<file path="config.mk">
export PLATFORM = sky130hd
export DESIGN_NAME = hsk_seq
export DESIGN_NICKNAME = d
export VERILOG_FILES = /design/src/rtl/hsk_pkg.sv /design/src/rtl/hsk_tick.sv /design/src/rtl/hsk_ctrl.sv /design/src/rtl/hsk_seq.sv
export SDC_FILE = /design/constraint.sdc
export NUM_CORES = 1
export LEC_CHECK = 0
export CAP_MARGIN = 15
export CORE_ASPECT_RATIO = 1.75
export CORE_UTILIZATION = 53
export CTS_CLUSTER_DIAMETER = 50
export DETAILED_ROUTE_END_ITERATION = 10
export PLACE_DENSITY = 0.77
export SLEW_MARGIN = 5
export SYNTH_ARGS = -nofsm -noshare
export SYNTH_HDL_FRONTEND = slang
export SYNTH_SLANG_ARGS = --single-unit
</file>
<file path="constraint.sdc">
create_clock -name clk -period 2.4 [get_ports clk]
set_input_delay 0.36 -clock clk [delete_from_list [all_inputs] [get_ports clk]]
set_output_delay 0.36 -clock clk [all_outputs]
set_load 0.005 [all_outputs]
</file>
<file path="src/rtl/hsk_pkg.sv">
`timescale 1ns/1ps
package hsk_pkg;

    typedef enum logic [2:0] {
        ST_READY = 3'd0,
        ST_INIT  = 3'd1,
        ST_WAIT  = 3'd2,
        ST_RECV  = 3'd3,
        ST_RSET  = 3'd4
    } hsk_state_e;

    typedef struct packed {
        logic req;
        logic out;
        logic inp;
        logic fin;
    } hsk_ev_t;

    // true when the strobe this state listens to is present
    function automatic logic ev_wanted(hsk_state_e s, hsk_ev_t e);
        case (s)
            ST_READY: return e.req;
            ST_INIT:  return e.out;
            ST_WAIT:  return e.inp;
            ST_RECV:  return e.fin;
            default:  return 1'b0;
        endcase
    endfunction

    // successor along the event chain
    function automatic hsk_state_e ev_target(hsk_state_e s);
        case (s)
            ST_READY: return ST_INIT;
            ST_INIT:  return ST_WAIT;
            ST_WAIT:  return ST_RECV;
            ST_RECV:  return ST_RSET;
            default:  return ST_READY;
        endcase
    endfunction

endpackage

</file>
<file path="src/rtl/hsk_tick.sv">
`timescale 1ns/1ps
module hsk_tick #(
    parameter int W = 8
) (
    input  logic         clk,
    input  logic         rst,
    input  logic         clr,
    output logic [W-1:0] cnt_o
);
    localparam logic [W-1:0] TOP = '1;

    logic [W-1:0] cnt_q;

    always_ff @(posedge clk) begin
        if (rst || clr)
            cnt_q <= '0;
        else if (cnt_q != TOP)
            cnt_q <= cnt_q + 1'b1;
    end

    assign cnt_o = cnt_q;

    AST_NO_WRAP: assert property (@(posedge clk) disable iff (rst)
        (!clr && cnt_q == TOP) |=> (cnt_q == TOP));
    AST_CLEAR_ZERO: assert property (@(posedge clk) disable iff (rst)
        clr |=> (cnt_q == '0));
endmodule

</file>
<file path="src/rtl/hsk_ctrl.sv">
`timescale 1ns/1ps
module hsk_ctrl
    import hsk_pkg::*;
#(
    parameter int CNT_W      = 8,
    parameter int WW         = 5,
    parameter int WAIT_TICKS = 16
) (
    input  logic             clk,
    input  logic             rst,
    input  hsk_ev_t          ev,
    input  logic [CNT_W-1:0] thr_i,
    input  logic [CNT_W-1:0] gcnt,
    input  logic [WW-1:0]    wcnt,
    output hsk_state_e       state_o,
    output logic             took_out,
    output logic             took_in,
    output logic             took_end,
    output logic             tmo_fire,
    output logic             flag_o
);
    localparam logic [WW-1:0] WLAST = WW'(WAIT_TICKS - 1);

    hsk_state_e       state_q, state_d;
    logic [CNT_W-1:0] thr_q;
    logic             flag_q;
    logic             step_ev;
    logic             guard_ok;

    assign step_ev  = ev_wanted(state_q, ev);
    assign tmo_fire = (state_q == ST_WAIT) && !ev.inp && (wcnt >= WLAST);
    assign guard_ok = gcnt > thr_q;

    assign took_out = step_ev && (state_q == ST_INIT);
    assign took_in  = step_ev && (state_q == ST_WAIT);
    assign took_end = step_ev && (state_q == ST_RECV);

    always_comb begin
        state_d = state_q;
        if (step_ev)
            state_d = ev_target(state_q);
        else if (tmo_fire)
            state_d = ST_RSET;
        else if ((state_q == ST_RSET) && guard_ok)
            state_d = ST_READY;
    end

    always_ff @(posedge clk) begin
        if (rst) begin
            state_q <= ST_READY;
            thr_q   <= '0;
            flag_q  <= 1'b0;
        end else begin
            state_q <= state_d;
            if ((state_q == ST_READY) && step_ev) begin
                thr_q  <= thr_i;
                flag_q <= 1'b0;
            end else if (tmo_fire) begin
                flag_q <= 1'b1;
            end
        end
    end

    assign state_o = state_q;
    assign flag_o  = flag_q;

    AST_RESET_READY: assert property (@(posedge clk)
        rst |=> (state_q == ST_READY && !flag_q));
    AST_REQ_STEP: assert property (@(posedge clk) disable iff (rst)
        (state_q == ST_READY && ev.req) |=> (state_q == ST_INIT));
    AST_IN_WINS: assert property (@(posedge clk) disable iff (rst)
        (state_q == ST_WAIT && ev.inp) |=> (state_q == ST_RECV));
    AST_WAIT_LIMIT: assert property (@(posedge clk) disable iff (rst)
        (state_q == ST_WAIT && !ev.inp && wcnt >= WLAST) |=> (state_q == ST_RSET));
    AST_GUARD_HOLD: assert property (@(posedge clk) disable iff (rst)
        (state_q == ST_RSET && gcnt <= thr_q) |=> (state_q == ST_RSET));
    AST_HOLD_UNEXPECTED: assert property (@(posedge clk) disable iff (rst)
        (state_q == ST_INIT && !ev.out) |=> $stable(state_q));
    AST_FLAG_SET: assert property (@(posedge clk) disable iff (rst)
        (state_q == ST_WAIT && !ev.inp && wcnt >= WLAST) |=> flag_q);
    AST_THR_HOLD: assert property (@(posedge clk) disable iff (rst)
        (state_q != ST_READY) |=> $stable(thr_q));
endmodule

</file>
<file path="src/rtl/hsk_seq.sv">
`timescale 1ns/1ps
module hsk_seq
    import hsk_pkg::*;
#(
    parameter int CNT_W      = 8,
    parameter int WAIT_TICKS = 16,
    parameter bit CLR_ON_END = 1'b0
) (
    input  logic             clk,
    input  logic             rst,
    input  logic             ev_req_i,
    input  logic             ev_out_i,
    input  logic             ev_in_i,
    input  logic             ev_end_i,
    input  logic [CNT_W-1:0] thr_i,
    output logic [2:0]       state_o,
    output logic             idle_o,
    output logic             timeout_o
);
    localparam int WW = $clog2(WAIT_TICKS + 1);

    hsk_ev_t          ev;
    hsk_state_e       st;
    logic [CNT_W-1:0] gcnt;
    logic [WW-1:0]    wcnt;
    logic             took_out, took_in, took_end, tmo_fire;
    logic             gclr;

    assign ev.req = ev_req_i;
    assign ev.out = ev_out_i;
    assign ev.inp = ev_in_i;
    assign ev.fin = ev_end_i;

    // guard reference point: in or end, plus any timeout
    assign gclr = (CLR_ON_END ? took_end : took_in) | tmo_fire;

    hsk_tick #(.W(CNT_W)) u_guard (
        .clk   (clk),
        .rst   (rst),
        .clr   (gclr),
        .cnt_o (gcnt)
    );

    hsk_tick #(.W(WW)) u_wait (
        .clk   (clk),
        .rst   (rst),
        .clr   (took_out),
        .cnt_o (wcnt)
    );

    hsk_ctrl #(
        .CNT_W      (CNT_W),
        .WW         (WW),
        .WAIT_TICKS (WAIT_TICKS)
    ) u_ctrl (
        .clk      (clk),
        .rst      (rst),
        .ev       (ev),
        .thr_i    (thr_i),
        .gcnt     (gcnt),
        .wcnt     (wcnt),
        .state_o  (st),
        .took_out (took_out),
        .took_in  (took_in),
        .took_end (took_end),
        .tmo_fire (tmo_fire),
        .flag_o   (timeout_o)
    );

    assign state_o = st;
    assign idle_o  = (st == ST_READY);
endmodule

</file>
Word-level counts from Yosys, hierarchy flattened
Cells that the tools add are included.
- flip-flop bits (word level): 25
- latch bits: 0
- RAM bits: 0
- bits in read-only memories: 0
- input bits: 14
- output and inout port bits: 5
- logic and storage cells: 33
- memories kept: 0
- $add $sub $neg: 2
- $mul: 0
- div/mod/pow operators: 0
- order comparisons: 2
- equality and inequality tests: 6
- shift operators: 0
- multiplexer cells: 5
- bitwise gates (word level): 1
- reduce and logical (&&, ||, !) cells: 12
- operators by type and width (cell ; number):
    one-hot mux 3 bit (4 select lines) ; 1
    2-to-1 mux 3 bit ; 3
    adder 8 x 1 -> 8 bit, second input constant ; 1
    greater-than comparator 8 bit ; 1
    inequality test 8 bit, second input constant ; 1
    equality test 3 x 2 -> 1 bit, second input constant ; 2
    logical AND 1 bit ; 6
    adder 5 x 1 -> 5 bit, second input constant ; 1
    >= comparator 5 x 4 -> 1 bit, second input constant ; 1
    inequality test 5 bit, second input constant ; 1
    one-hot mux 1 bit (4 select lines) ; 1
    equality test 3 x 1 -> 1 bit, second input constant ; 1
    equality test 3 bit, second input constant ; 1
    logical NOT 3 bit ; 1
    nonzero test 3 bit ; 1
    logical OR 1 bit ; 2
    OR reduction 2 bit ; 1
    logical NOT 1 bit ; 1
    bitwise OR 1 bit ; 1

Logic depth before layout (Yosys ltp)
- depth in word-level cells: 5
- depth in mapped cells: 9
- mapped depth without buffers: 8

Modules after synthesis
From an unflattened synthesis, not the netlist that was laid out.
- cell total of the unflattened synthesis: 163
- area, all modules: 1420.1 sq um
- modules (own cells, without submodules) (module ; instances ; cells each ; area an instance (sq um) ; sequential area each (sq um)):
    hsk_ctrl ; 1 ; 90 ; 768.2 ; 240.2
    hsk_tick (u_guard) ; 1 ; 50 ; 422.9 ; 160.2
    hsk_tick (u_wait) ; 1 ; 21 ; 217.7 ; 100.1
    hsk_seq ; 1 ; 2 ; 11.3 ; 0.0

Least setup slack after synthesis
No wires, ideal clock.
- path kind: register to register
- start point: register u_wait.cnt_q[0], in the netlist u_wait.cnt_o[0]
- end point: register u_guard.cnt_q[7], in the netlist u_guard.cnt_o[7]
- setup time: 86 ps
- data arrival time: 1625 ps
- data required time: 2314 ps
- slack: 689 ps
- stages on the path, launching flop included: 10
- path buffers: 1
- clock period less this slack: 1711 ps
- cells stage by stage: dfxtp_1 > ha_1 > and3_2 > ha_1 > nor2_1 > nand2_1 > o21ai_0 > nand2b_1 > buf_6 > a211oi_1
- word-level cells in the longest chain between the ends: 4
- RTL lines (what ; line ; source):
    from (decl) ; hsk_tick.sv:12 ; logic [W-1:0] cnt_q;
    from (signal assigned) ; hsk_tick.sv:18 ; cnt_q <= cnt_q + 1'b1;
    >= comparator 5 x 4 -> 1 bit ; hsk_ctrl.sv:31 ; assign tmo_fire = (state_q == ST_WAIT) && !ev.inp && (wcnt >= WLAST);
    logical AND 1 bit ; hsk_ctrl.sv:31 ;
    bitwise OR 1 bit ; hsk_seq.sv:35 ; assign gclr = (CLR_ON_END ? took_end : took_in) | tmo_fire;
    logical OR 1 bit ; hsk_tick.sv:15 ; if (rst || clr)
    to (signal assigned) ; hsk_tick.sv:18 ;
    to (decl) ; hsk_tick.sv:12 ;
No other way between the ends.
A chain may end at the register's enable or synchronous reset.

Final worst setup path
- start point: register u_ctrl.state_q[0], in the netlist u_ctrl.state_o[0]
- end point: output idle_o
- word-level cells in the longest chain between the ends: 1
- RTL lines (what ; line ; source):
    from (decl) ; hsk_ctrl.sv:24 ; hsk_state_e state_q, state_d;
    from (signal assigned) ; hsk_ctrl.sv:54 ; state_q <= state_d;
    logical NOT 3 bit ; hsk_seq.sv:71 ; assign idle_o = (st == ST_READY);
    to (decl) ; hsk_seq.sv:17 ; output logic idle_o,
No other way between the ends.

==> impl_metrics.yaml <==
outcome:
  status: "finished, final reports clean"
floorplanning:
  pin_count: 19
  die_area_um2: 2786
  die_h_um: 69.08
  die_x_um: 40.33
  rows: 24
  core_um2: 2462
  start_util_pct: 55.34
logic_synthesis:
  synth_xor_area_share_pct: 1.928
  synthMuxAreaShare_pct: 1.469
  synthSimpleGateAreaFrac_pct: 26.81
  synthFlopType: "dfxtp_1"
  synth_warnings: 0
  synth.avg_cell_area_um2: 8.159
  synthArstFlopShare_pct: 0
  ys_ff_latch: 25
  synthTopCellsByArea: "dfxtp_1 37%, ha_1 11%, nand2_1 6.6%, a21oi_1 6.2%, nor2_1 5.5%"
  synth_cells: 167
  netlist.area_leader.share_pct: 36.73
  synth_edf_count: 0
  synth_compound_area_share_pct: 16.62
  synth_nets: 193
  synth_fa_ha_area_share_pct: 11.02
  synth_area_leader_cell: "dfxtp_1"
  synth.distinct_cells: 35
  synth_top_family_by_area: "simple AND/OR/NAND/NOR gates"
  ys_seq_area_share_pct: 36.73
  syn_area_um2: 1363
power_and_ir_drop:
  power.switching_uw: 255.7
  p_comb_share_pct: 19.9
  p_int_uw: 655.3
  seq_power_share_pct: 52.8
  pwr-share-clk_pct: 27.4
  powerDensity_nw_per_um2: 575.1
  peakVddDrop_mv: 0.3982
  leakage_nw: 0.6463
  switching_share_pct: 28.06
timing:
  finalSetupViolCount: 0
  finClkSkew_ns: 0.002262
  period_minus_slack_ns: 1.915
  rsz0062_at_grt: "false"
  tightestPinTransition_ns: 0.5384
  tns_ns: 0
  min_period_over_period_pct: 79.79
  max_slew_margin_pct: 64.06
  whs_ns: 0.4667
  fmax_mhz: 522.2
  hold_viol_final: 0
  drv_slew: 0
global_route:
  grt_util_all_layers_pct: 21.38
  antenna_found_initial: 0
  grt-ovfl-total: 0
  grt_pass1_wl_um: 4333
  grt_max_degree: 15
  grt_pass1_vias: 1061
critical_path:
  worst-path-max-fanout: 12
  crit_arrival_ns: 1.55
  critical-path-max-stage-delay_ns: 0.54
  r2r_cells: 8
  crit_chain: "nor3_4 > clkdlybuf4s50_1"
  critical_path.endpoint_type: "output port"
  start_kind: "flip-flop"
  cp_slowest_cell: "clkdlybuf4s50_1"
  crit_required_ns: 2.04
  path_class: "reg -> out"
routing:
  via_count: 1190
  viasPerCell: 5.694
  first_iter_violations: 17
  routedWlPerCell_um: 12.74
  first_pass_iters: 4
  drc_errors: 0
  wirelength_um: 2662
  ant_nets: 0
final_layout:
  layout-drive-gt1-share_pct: 5.464
  final_common_cell: "dfxtp_1"
  area_delta_synth_final_pct: 16.25
  fin_nets: 210
  diodes: 0
  final_cell_mix: "25 x dfxtp_1, 24 x nand2_1, 20 x nor2_1, 18 x clkdlybuf4s50_1, 17 x a21oi_1"
cts:
  clk_latency_ns: 0.27
  cts_buffer_depth: 2
  numCtsBuffers: 3
  cts_setup_buffers: 0
  cts_tree: "done"
  cts_resized: 0
  ctsHtreeMaxLevel: 1
  cts-root-buf: "clkbuf_8"
  clk_pin_slew_ns: 0.08
  cts_sinks: 25
  postCtsHoldBufs: 0
worst_hold_path:
  hp-class: "reg -> reg"
  worstHoldPathCells: 2
job:
  cap_violations: 0
placement:
  detailed_place_hpwl_um: 2110
  io_buffers: 18
  gp_congestion: 0.7371
metal layers:
metal  share of wire (%)  up-vias  wire [um]  GRT usage, %
met5                   0        -          0             0
met4                 1.7        0         44         8.889
met3                 1.9        4         50         1.929
met2                  56       24       1496         38.27
met1                  40      557       1071         22.85
li1                    -      605          -             -
cells by family (layout without fill, tap and decap cells):
family                   Yosys count  count (layout)
AO/OA/AOI/OAI                     36              36
XOR/XNOR                           3               3
adder cells (fa/ha/maj)           12              12
buffers and inverters             16              32
flip-flops                        25              25
multiplexers                       2               2
AND/OR/NAND/NOR                   73              73
critical path: cells and delay by family (launching register included):
kind	cells	cell delay (ns)
buf+inv	1	0.54
flops	1	0.48
simple gates	1	0.27
cells in the mapped netlist, types with 2 or more instances:
| cell | number |
|---|---|
| inv_1 | 10 |
| dfxtp_1 | 25 |
| nor2b_1 | 3 |
| xnor2_1 | 2 |
| nand3_1 | 7 |
| o21ai_0 | 10 |
| mux2i_1 | 2 |
| nand2_1 | 24 |
| ha_1 | 12 |
| nand4_1 | 3 |
| o211ai_1 | 2 |
| nand2b_1 | 2 |
| and3_1 | 4 |
| a211o_1 | 2 |
| clkbuf_1 | 2 |
| a21oi_1 | 17 |
| nor2_1 | 20 |
| and2_1 | 3 |
per-stage QoR:
step	util [%]	worst slack, ns	power [mW]	instance area [um2]	cells
global route	64.33	0.3206	0.9556	1584	209
CTS	64.33	0.4666	0.9227	1584	209
finish	64.33	0.4851	0.9109	1584	209
detailed placement	62.50	0.5146	0.6721	1539	205
floorplan	-	0.6891	0.6080	1363	167
global placement	62.50	0.5917	0.6617	1539	205
power by group through the flow:
stage          clock [mW]  sequential (mW)  combinational (mW)
5_1_grt             0.264            0.485               0.206
3_3_place_gp            0            0.487               0.175
4_1_cts             0.259            0.481               0.183
6_report            0.249            0.481               0.181
3_5_place_dp            0            0.490               0.182
2_1_floorplan           0            0.470               0.138
flip-flops by register name (all words and copies together), names as in the netlist:
signal          flops
u_ctrl.state_o      3
u_guard.cnt_o       8
u_ctrl.flag_o       1
u_ctrl.thr_q        8
u_wait.cnt_o        5
layout make-up:
cell class / count / area [um2]
inverter: 10 / 37.54
clock buffer: 4 / 45.04
multi-input combinational: 126 / 788.3
tap: 26 / 32.53
sequential: 25 / 500.5
fill: 212 / 878.3
timing repair buffer: 18 / 180.2
path summary, 6_finish.rpt:
path,from,end,slack (ns)
worst max-delay path,u_ctrl.state_o[0],idle_o,0.49
worst min-delay path,u_ctrl.thr_q[5],u_ctrl.thr_q[5],0.47
worst min register to register,u_ctrl.thr_q[5],u_ctrl.thr_q[5],0.47
worst max register to register,u_wait.cnt_o[0],u_guard.cnt_o[7],0.50
(Power assumes the default switching activity.)
